--- config.mk ---
export PLATFORM = sky130hd
export DESIGN_NAME = flash_mode_gate
export DESIGN_NICKNAME = d
export VERILOG_FILES = /design/src/rtl/fme_pkg.sv /design/src/rtl/fme_rst_sync.sv /design/src/rtl/fme_key_check.sv /design/src/rtl/fme_err_track.sv /design/src/rtl/fme_mode_reg.sv /design/src/rtl/flash_mode_gate.sv
export SDC_FILE = /design/constraint.sdc
export NUM_CORES = 1
export LEC_CHECK = 0
export ABC_AREA = 1
export ABC_CLOCK_PERIOD_IN_PS = 1500
export CORE_MARGIN = 2
export CORE_UTILIZATION = 29
export DETAILED_ROUTE_END_ITERATION = 8
export GPL_TIMING_DRIVEN = 0
export PLACE_DENSITY = 0.78
export SLEW_MARGIN = 20
export SYNTH_ARGS = -nofsm -noshare
export SYNTH_HDL_FRONTEND = slang
export SYNTH_HIERARCHICAL = 1
export SYNTH_SLANG_ARGS = --single-unit
--- constraint.sdc ---
create_clock -name clk -period 1.5 [get_ports clk]
set_input_delay 0.45 -clock clk [delete_from_list [all_inputs] [get_ports clk]]
set_output_delay 0.45 -clock clk [all_outputs]
set_load 0.02 [all_outputs]
--- src/rtl/fme_pkg.sv ---
package fme_pkg;
  localparam int unsigned DATA_W = 16;
  localparam int unsigned HALF_W = DATA_W / 2;
  localparam int unsigned BE_W   = DATA_W / 8;
  localparam int unsigned DATA_BIT = 7;

  typedef struct packed {
    logic       data;
    logic [1:0] code;
  } mode_t;

  function automatic logic [1:0] mode_count(input mode_t m);
    mode_count = 2'(m.data) + 2'(m.code[1]) + 2'(m.code[0]);
  endfunction
endpackage

--- src/rtl/fme_rst_sync.sv ---
module fme_rst_sync (
  input  logic clk,
  input  logic arst_n,
  output logic rst_n_o
);
  logic [1:0] stage_q;

  always_ff @(posedge clk or negedge arst_n) begin
    if (!arst_n) stage_q <= 2'b00;
    else         stage_q <= {stage_q[0], 1'b1};
  end

  assign rst_n_o = stage_q[1];
endmodule

--- src/rtl/fme_key_check.sv ---
module fme_key_check #(
  parameter int unsigned ADDR_W   = 4,
  parameter logic [ADDR_W-1:0] REG_ADDR = '0,
  parameter logic [7:0] KEY = 8'hAA
) (
  input  logic                    wr_en,
  input  logic [ADDR_W-1:0]       addr,
  input  logic [fme_pkg::BE_W-1:0] byte_en,
  input  logic [7:0]              key_byte,
  input  logic                    flash_off,
  output logic                    hit,
  output logic                    keyed
);
  always_comb begin
    hit   = wr_en && (addr == REG_ADDR) && !flash_off;
    keyed = (byte_en == '1) && (key_byte == KEY);
  end
endmodule

--- src/rtl/fme_err_track.sv ---
module fme_err_track
  import fme_pkg::*;
(
  input  logic  clk,
  input  logic  rst_n,
  input  logic  soft_clr,
  input  logic  load,
  input  mode_t wbits,
  output logic  err_q
);
  logic err_d;
  logic multi;

  always_comb begin
    multi = mode_count(wbits) > 2'd1;
    err_d = err_q;
    if (soft_clr)           err_d = 1'b0;
    else if (load && multi) err_d = 1'b1;
  end

  always_ff @(posedge clk or negedge rst_n) begin
    if (!rst_n) err_q <= 1'b0;
    else        err_q <= err_d;
  end


  err_sticky_chk: assert property (@(posedge clk) disable iff (!rst_n)
    (err_q && !soft_clr) |=> err_q);

  err_soft_clr_chk: assert property (@(posedge clk) disable iff (!rst_n)
    soft_clr |=> !err_q);
endmodule

--- src/rtl/fme_mode_reg.sv ---
module fme_mode_reg
  import fme_pkg::*;
(
  input  logic  clk,
  input  logic  rst_n,
  input  logic  soft_clr,
  input  logic  hit,
  input  logic  keyed,
  input  mode_t wbits,
  output mode_t mode_q
);
  mode_t mode_d;
  logic  mode_en;

  always_comb begin
    mode_en = soft_clr || hit;
    mode_d  = mode_q;
    if (soft_clr)   mode_d = '0;
    else if (keyed) mode_d = wbits;
    else            mode_d = '0;
  end

  always_ff @(posedge clk or negedge rst_n) begin
    if (!rst_n)       mode_q <= '0;
    else if (mode_en) mode_q <= mode_d;
  end


  bad_write_clears_chk: assert property (@(posedge clk) disable iff (!rst_n)
    (hit && !keyed) |=> (mode_q == '0));

  keyed_load_chk: assert property (@(posedge clk) disable iff (!rst_n)
    (hit && keyed && !soft_clr) |=> (mode_q == $past(wbits)));

  mode_soft_clr_chk: assert property (@(posedge clk) disable iff (!rst_n)
    soft_clr |=> (mode_q == '0));
endmodule

--- src/rtl/flash_mode_gate.sv ---
module flash_mode_gate
  import fme_pkg::*;
#(
  parameter int unsigned ADDR_W   = 4,
  parameter logic [ADDR_W-1:0] REG_ADDR = 4'h2,
  parameter logic [7:0] KEY = 8'hAA
) (
  input  logic              clk,
  input  logic              rst_n,
  input  logic              soft_clr,
  input  logic              flash_off,
  input  logic [ADDR_W-1:0] addr,
  input  logic              wr_en,
  input  logic [BE_W-1:0]   byte_en,
  input  logic [DATA_W-1:0] wdata,
  output logic [DATA_W-1:0] rdata,
  output logic              data_pe,
  output logic [1:0]        code_pe,
  output logic              illegal_err,
  output logic              cmd_lock,
  output logic              cmd_ready
);
  logic  rst_n_s;
  logic  hit;
  logic  keyed;
  logic  err_q;
  mode_t wbits;
  mode_t mode_q;

  fme_rst_sync i_rst_sync (
    .clk     (clk),
    .arst_n  (rst_n),
    .rst_n_o (rst_n_s)
  );

  fme_key_check #(
    .ADDR_W   (ADDR_W),
    .REG_ADDR (REG_ADDR),
    .KEY      (KEY)
  ) i_key_check (
    .wr_en     (wr_en),
    .addr      (addr),
    .byte_en   (byte_en),
    .key_byte  (wdata[DATA_W-1:HALF_W]),
    .flash_off (flash_off),
    .hit       (hit),
    .keyed     (keyed)
  );

  always_comb begin
    wbits.data = wdata[DATA_BIT];
    wbits.code = wdata[1:0];
  end

  fme_mode_reg i_mode_reg (
    .clk      (clk),
    .rst_n    (rst_n_s),
    .soft_clr (soft_clr),
    .hit      (hit),
    .keyed    (keyed),
    .wbits    (wbits),
    .mode_q   (mode_q)
  );

  fme_err_track i_err_track (
    .clk      (clk),
    .rst_n    (rst_n_s),
    .soft_clr (soft_clr),
    .load     (hit && keyed),
    .wbits    (wbits),
    .err_q    (err_q)
  );

  always_comb begin
    rdata = '0;
    if (!flash_off && (addr == REG_ADDR)) begin
      rdata[DATA_BIT] = mode_q.data;
      rdata[1:0]      = mode_q.code;
    end
  end

  assign data_pe     = mode_q.data;
  assign code_pe     = mode_q.code;
  assign illegal_err = err_q;
  assign cmd_lock    = err_q;
  assign cmd_ready   = (mode_count(mode_q) == 2'd1) && !err_q;


  reserved_zero_chk: assert property (@(posedge clk) disable iff (!rst_n_s)
    (rdata[DATA_W-1:HALF_W] == '0) && (rdata[6:2] == '0));

  ready_single_chk: assert property (@(posedge clk) disable iff (!rst_n_s)
    cmd_ready |-> (($countones({data_pe, code_pe}) == 1) && !cmd_lock));

  off_blocks_chk: assert property (@(posedge clk) disable iff (!rst_n_s)
    (flash_off && !soft_clr) |=> ($stable(data_pe) && $stable(code_pe) && $stable(illegal_err)));

  off_reads_zero_chk: assert property (@(posedge clk) disable iff (!rst_n_s)
    flash_off |-> (rdata == '0));

  multi_sets_lock_chk: assert property (@(posedge clk) disable iff (!rst_n_s)
    (hit && keyed && !soft_clr && ($countones(wbits) > 1)) |=> (cmd_lock && illegal_err));
endmodule

# Yosys cells after proc, flatten, opt, wreduce, memory -nomap -nowiden
# Index checks and enable logic that the tools add are counted.
# op_classes
n_addsub	4
n_mul	0
n_div	0
magnitude_cmp	1
n_eq_ne	4
n_shift	0
muxes	6
bitwise	0
n_reduce_logical	11
# op_table
op	count
8-bit equality test (second input constant)	1
1-bit logical AND	7
3-bit 2-to-1 mux	2
1-bit by 1-bit adder with 2-bit output	2
2-bit by 1-bit adder with 2-bit output	2
4-bit by 2-bit equality test with 1-bit output (second input constant)	1
1-bit 2-to-1 mux	3
2-bit by 1-bit equality test with 1-bit output (second input constant)	1
2-bit equality test (second input constant)	1
2-bit by 1-bit greater-than comparator with 1-bit output (second input constant)	1
1-bit zero test	2
2-bit 2-to-1 mux	1
2-bit nonzero test	1
1-bit logical OR	1
# word_totals
register_bits	6
latch_bits	0
ramBits	0
mem_bits_ro	0
input_bits	27
out_inout_bits	22
wordCells	30
memories	0

# Depth between registers and ports, before layout
# logic_depth
ltp_word	7
ltp_mapped	8
mapped_depth_nobuf	8

# Modules after synthesis
# The synthesis kept the hierarchy.
# by_module_without_submodules
mod	instances	cells_each	area_per_inst_um2	seq_area_each_um2
flash_mode_gate	1	30	196.4	0.0
fme_mode_reg	1	14	126.4	75.1
fme_key_check	1	15	67.6	0.0
fme_err_track	1	8	65.1	25.0
fme_rst_sync	1	3	53.8	50.0

# Least setup slack after synthesis
# Ideal clock, no wire load.
# synth_timing
path_kind	reg2out
startpoint	register i_mode_reg/mode_q[0] (netlist name)
endpoint	output port cmd_ready
arrival_ns	1.572
required_ns	1.050
slack_ns	-0.522
stages_incl_launch_ff	4
path_buffers	0
path_cell_list	dfrtp_1 -> inv_1 -> fa_1 -> nor3b_1
# synth_via
elab_chain_cells	3
# synth_lines
element	line_no	text
2-bit by 1-bit adder with 2-bit output	fme_pkg.sv:13	mode_count = 2'(m.data) + 2'(m.code[1]) + 2'(m.code[0]);
2-bit by 1-bit equality test with 1-bit output	flash_mode_gate.sv:86	assign cmd_ready = (mode_count(mode_q) == 2'd1) && !err_q;
1-bit logical AND	flash_mode_gate.sv:86	
end, declared	flash_mode_gate.sv:21	output logic cmd_ready
# No other way between the ends.

# Worst setup path after layout
# layout_timing
startpoint	register i_mode_reg/mode_q[1] (netlist name)
endpoint	output port cmd_ready
# layout_via
elab_chain_cells	4
# layout_lines
element	line_no
1-bit by 1-bit adder with 2-bit output	fme_pkg.sv:13
2-bit by 1-bit adder with 2-bit output	fme_pkg.sv:13
2-bit by 1-bit equality test with 1-bit output	flash_mode_gate.sv:86
1-bit logical AND	flash_mode_gate.sv:86
# No other way between the ends.

==> metrics.md <==
| Metric | Value |
|---|---|
| Place WS | -0.810 ns |
| Worst EP required | 1.05 ns |
| GRT Residual Overflow | 0 |
| Max cap viols | 0 |
| Min Tclk post-route | 1.97 ns |
| CTS tree | done |
| Final worst-path cycle share | 1.31 |
| Worst R2R Path Depth | 3 |
| Largest net degree at the start of global routing | 6 |
| Clock Latency Late Sink | 0.25 ns |
| Internal | 0.000347 W |
| Clock power frac | 0.343 |
| WL/cell | 9.55 um |
| Fillers | 156 |
| Routed WL | 1360 um |
| FP Rows | 15 |
| Antenna violations before repair | 0 |
| WL met1 | 430 um |
| Pre-antenna DRT Iters | 4 |
| # setup viols final | 1 |
| Synth-to-layout area growth | 102% |
| Mapped Cells | 70 |
| Clk buf depth | 2 |
| Design area | 0.00103 mm^2 |
| Flop pwr share | 0.349 |
| Mean number of vias per cell | 4.03 |
| GPL Wtd Cong | 0.622 |
| Final Hold Viols | 0 |
| Final WS setup | -0.465 ns |
| IO Port Bufs | 30 |
| Initial core utilization | 0.301 |
| Hold_ws | 0.0403 ns |
| Critical Path AT | 1.52 ns |
| Die H | 45.9 um |
| Clock sinks | 6 |
| Synth Area per Inst | 7.27 um^2 |
| Via Count | 572 |
| RSZ-0062 raised after global routing | yes |
| Synth unique cells | 15 |
| R2r setup slk | 0.74 ns |
| Core Footprint | 0.00169 mm^2 |
| Achievable frequency | 509 MHz |
| Placed Area | 891 um^2 |
| Fin cells | 142 |
| Failing checks | setup timing |
| Switch Pwr | 0.000131 W |
| CP max FO | 2 |
| Met2 wire len | 811 um |
| DRC errors left | 0 |
| Post-route clock skew | 0.0134 ns |
| Global-route wire length before repair | 1940 um |
| Routed wl met3 | 94 um |
| Initial DRC Count | 10 |
| Most common cell after layout, fill and taps aside | buf_4 |
| Kind of critical path | reg -> out |
| Global Route Usage Sum | 0.128 |
| Placed cells | 129 |
| # IOs | 49 |
| Num CTS Buffers | 3 |
| Switching share of power | 0.274 |
| Leakage | 0.527 nW |
| Crit start category | flip-flop |
| Clock root buffer master | clkbuf_4 |
| Post-synthesis sequential area ratio | 0.295 |
| Hold Path Class | reg -> async |
| Top layer in use | met4 |
| Max VDD drop | 0.000432 V |
| Pins Over Slew Limit | 0 |
| Warnings from Yosys | 6 |
| Flops & latches, synth | 6 |
| Most frequent cells in the layout | 22 x buf_4, 16 x clkdlybuf4s50_1, 14 x conb_1 |
| Run status | complete, but fails checks |
| Share of post-route cells with drive strength above 1 | 0.488 |
| DP HPWL | 1070 um |
| Nets | 155 |
| Vias in the first global route | 527 |
| Diodes inserted | 0 |
| Cell Area, Synth | 509 um^2 |
| Antenna Violating Nets Remaining | 0 |
| Die width | 45.9 um |
| Setup crit end kind | primary output |
| Clk slew on worst S/H paths | 0.05 ns |
| Pwr dens | 466 mW/mm^2 |
| Die area | 0.00211 mm^2 |
| Tot Pwr | 0.000479 W |
| Comb power frac | 0.307 |
| H-tree depth | 1 |
[power groups by stage]
stage / sequential, W / combinational [W] / clock, W
after floorplan: 0.000169 / 0.0000736 / 0
after global placement: 0.000170 / 0.000134 / 0
after detailed placement: 0.000170 / 0.000136 / 0
after CTS: 0.000167 / 0.000131 / 0.000172
after global routing: 0.000167 / 0.000159 / 0.000188
final: 0.000167 / 0.000147 / 0.000164
[per-stage QoR]
step / TNS (ns) / utilization
after floorplan: -0.221 / -
after global placement: -3.78 / 0.527
after detailed placement: -4.20 / 0.527
after CTS: -0.501 / 0.553
after global routing: -0.544 / 0.608
final: -0.465 / 0.608
[area by class of cell]
cell class / instances / area [um^2] / share of cell area
Multi-Input combinational cell: 49 / 309 / 0.301
Timing Repair Buffer: 39 / 358 / 0.348
Sequential cell: 6 / 155 / 0.151
Clock buffer: 4 / 26.3 / 0.0256
Tap cell: 17 / 21.3 / 0.0207
Buffer: 14 / 109 / 0.106
Inverter: 13 / 48.8 / 0.0475
[what timing repair did]
item,CTS,global route
pin swaps,6,9
gates resized for setup,57,27
gates cloned,0,0
hold buffers,0,0
buffers inserted,5,4
endpoints found under the setup margin,10,9
[kinds of logic after synthesis]
kind of cell	after synthesis	synth area share
other	2	0.0147
adders and majority gates	2	0.0639
and+or+nand+nor	32	0.307
AOI/OAI and AO/OA	1	0.0172
buffers and inverters	27	0.302
DFF	6	0.295
[path summary, 6_finish.rpt]
kind / from / to
min in group clk: i_rst_sync/stage_q[0] / i_rst_sync/stage_q[1]
max in group asynchronous: rst_n / i_rst_sync/stage_q[0]
hold reg to reg: i_rst_sync/stage_q[1] / i_mode_reg/mode_q[0]
hold / removal: i_rst_sync/stage_q[1] / i_mode_reg/mode_q[0]
setup / recovery: i_mode_reg/mode_q[1] / cmd_ready
setup reg to reg: i_mode_reg/mode_q[2] / i_mode_reg/mode_q[2]
[flip-flops by register name, summed over array words and instances, names as in the netlist]
register	cells
i_err_track/err_q	1
i_rst_sync/stage_q	2
i_mode_reg/mode_q	3
[per-layer routing]
| layer | GRT usage | vias to the layer above |
|---|---|---|
| li1 | - | 289 |
| met1 | 0.111 | 256 |
| met2 | 0.242 | 25 |
| met3 | 0.0635 | 2 |
| met4 | 0.0514 | 0 |
| met5 | 0 | - |
[synth_stat cells]
library cell,number,share of area
buf_4,14,0.21
inv_1,13,0.096
nand2_1,12,0.088
nor2_1,7,0.052
dfrtp_1,6,0.29
nor2_2,5,0.061
nand4_1,3,0.037
conb_1,2,0.015
nand3_1,2,0.020
a21oi_2,1,0.017
fa_1,1,0.039
ha_1,1,0.025
nand3_2,1,0.020
nand3b_1,1,0.015
nor3b_1,1,0.015
[critical path, cell delays in order, from the launching register on]
cell and delay, ns:
dfrtp_2 0.40, inv_2 0.07, fa_1 0.45, nor3b_4 0.20, buf_6 0.14
Power figures use the tool's default switching activity.
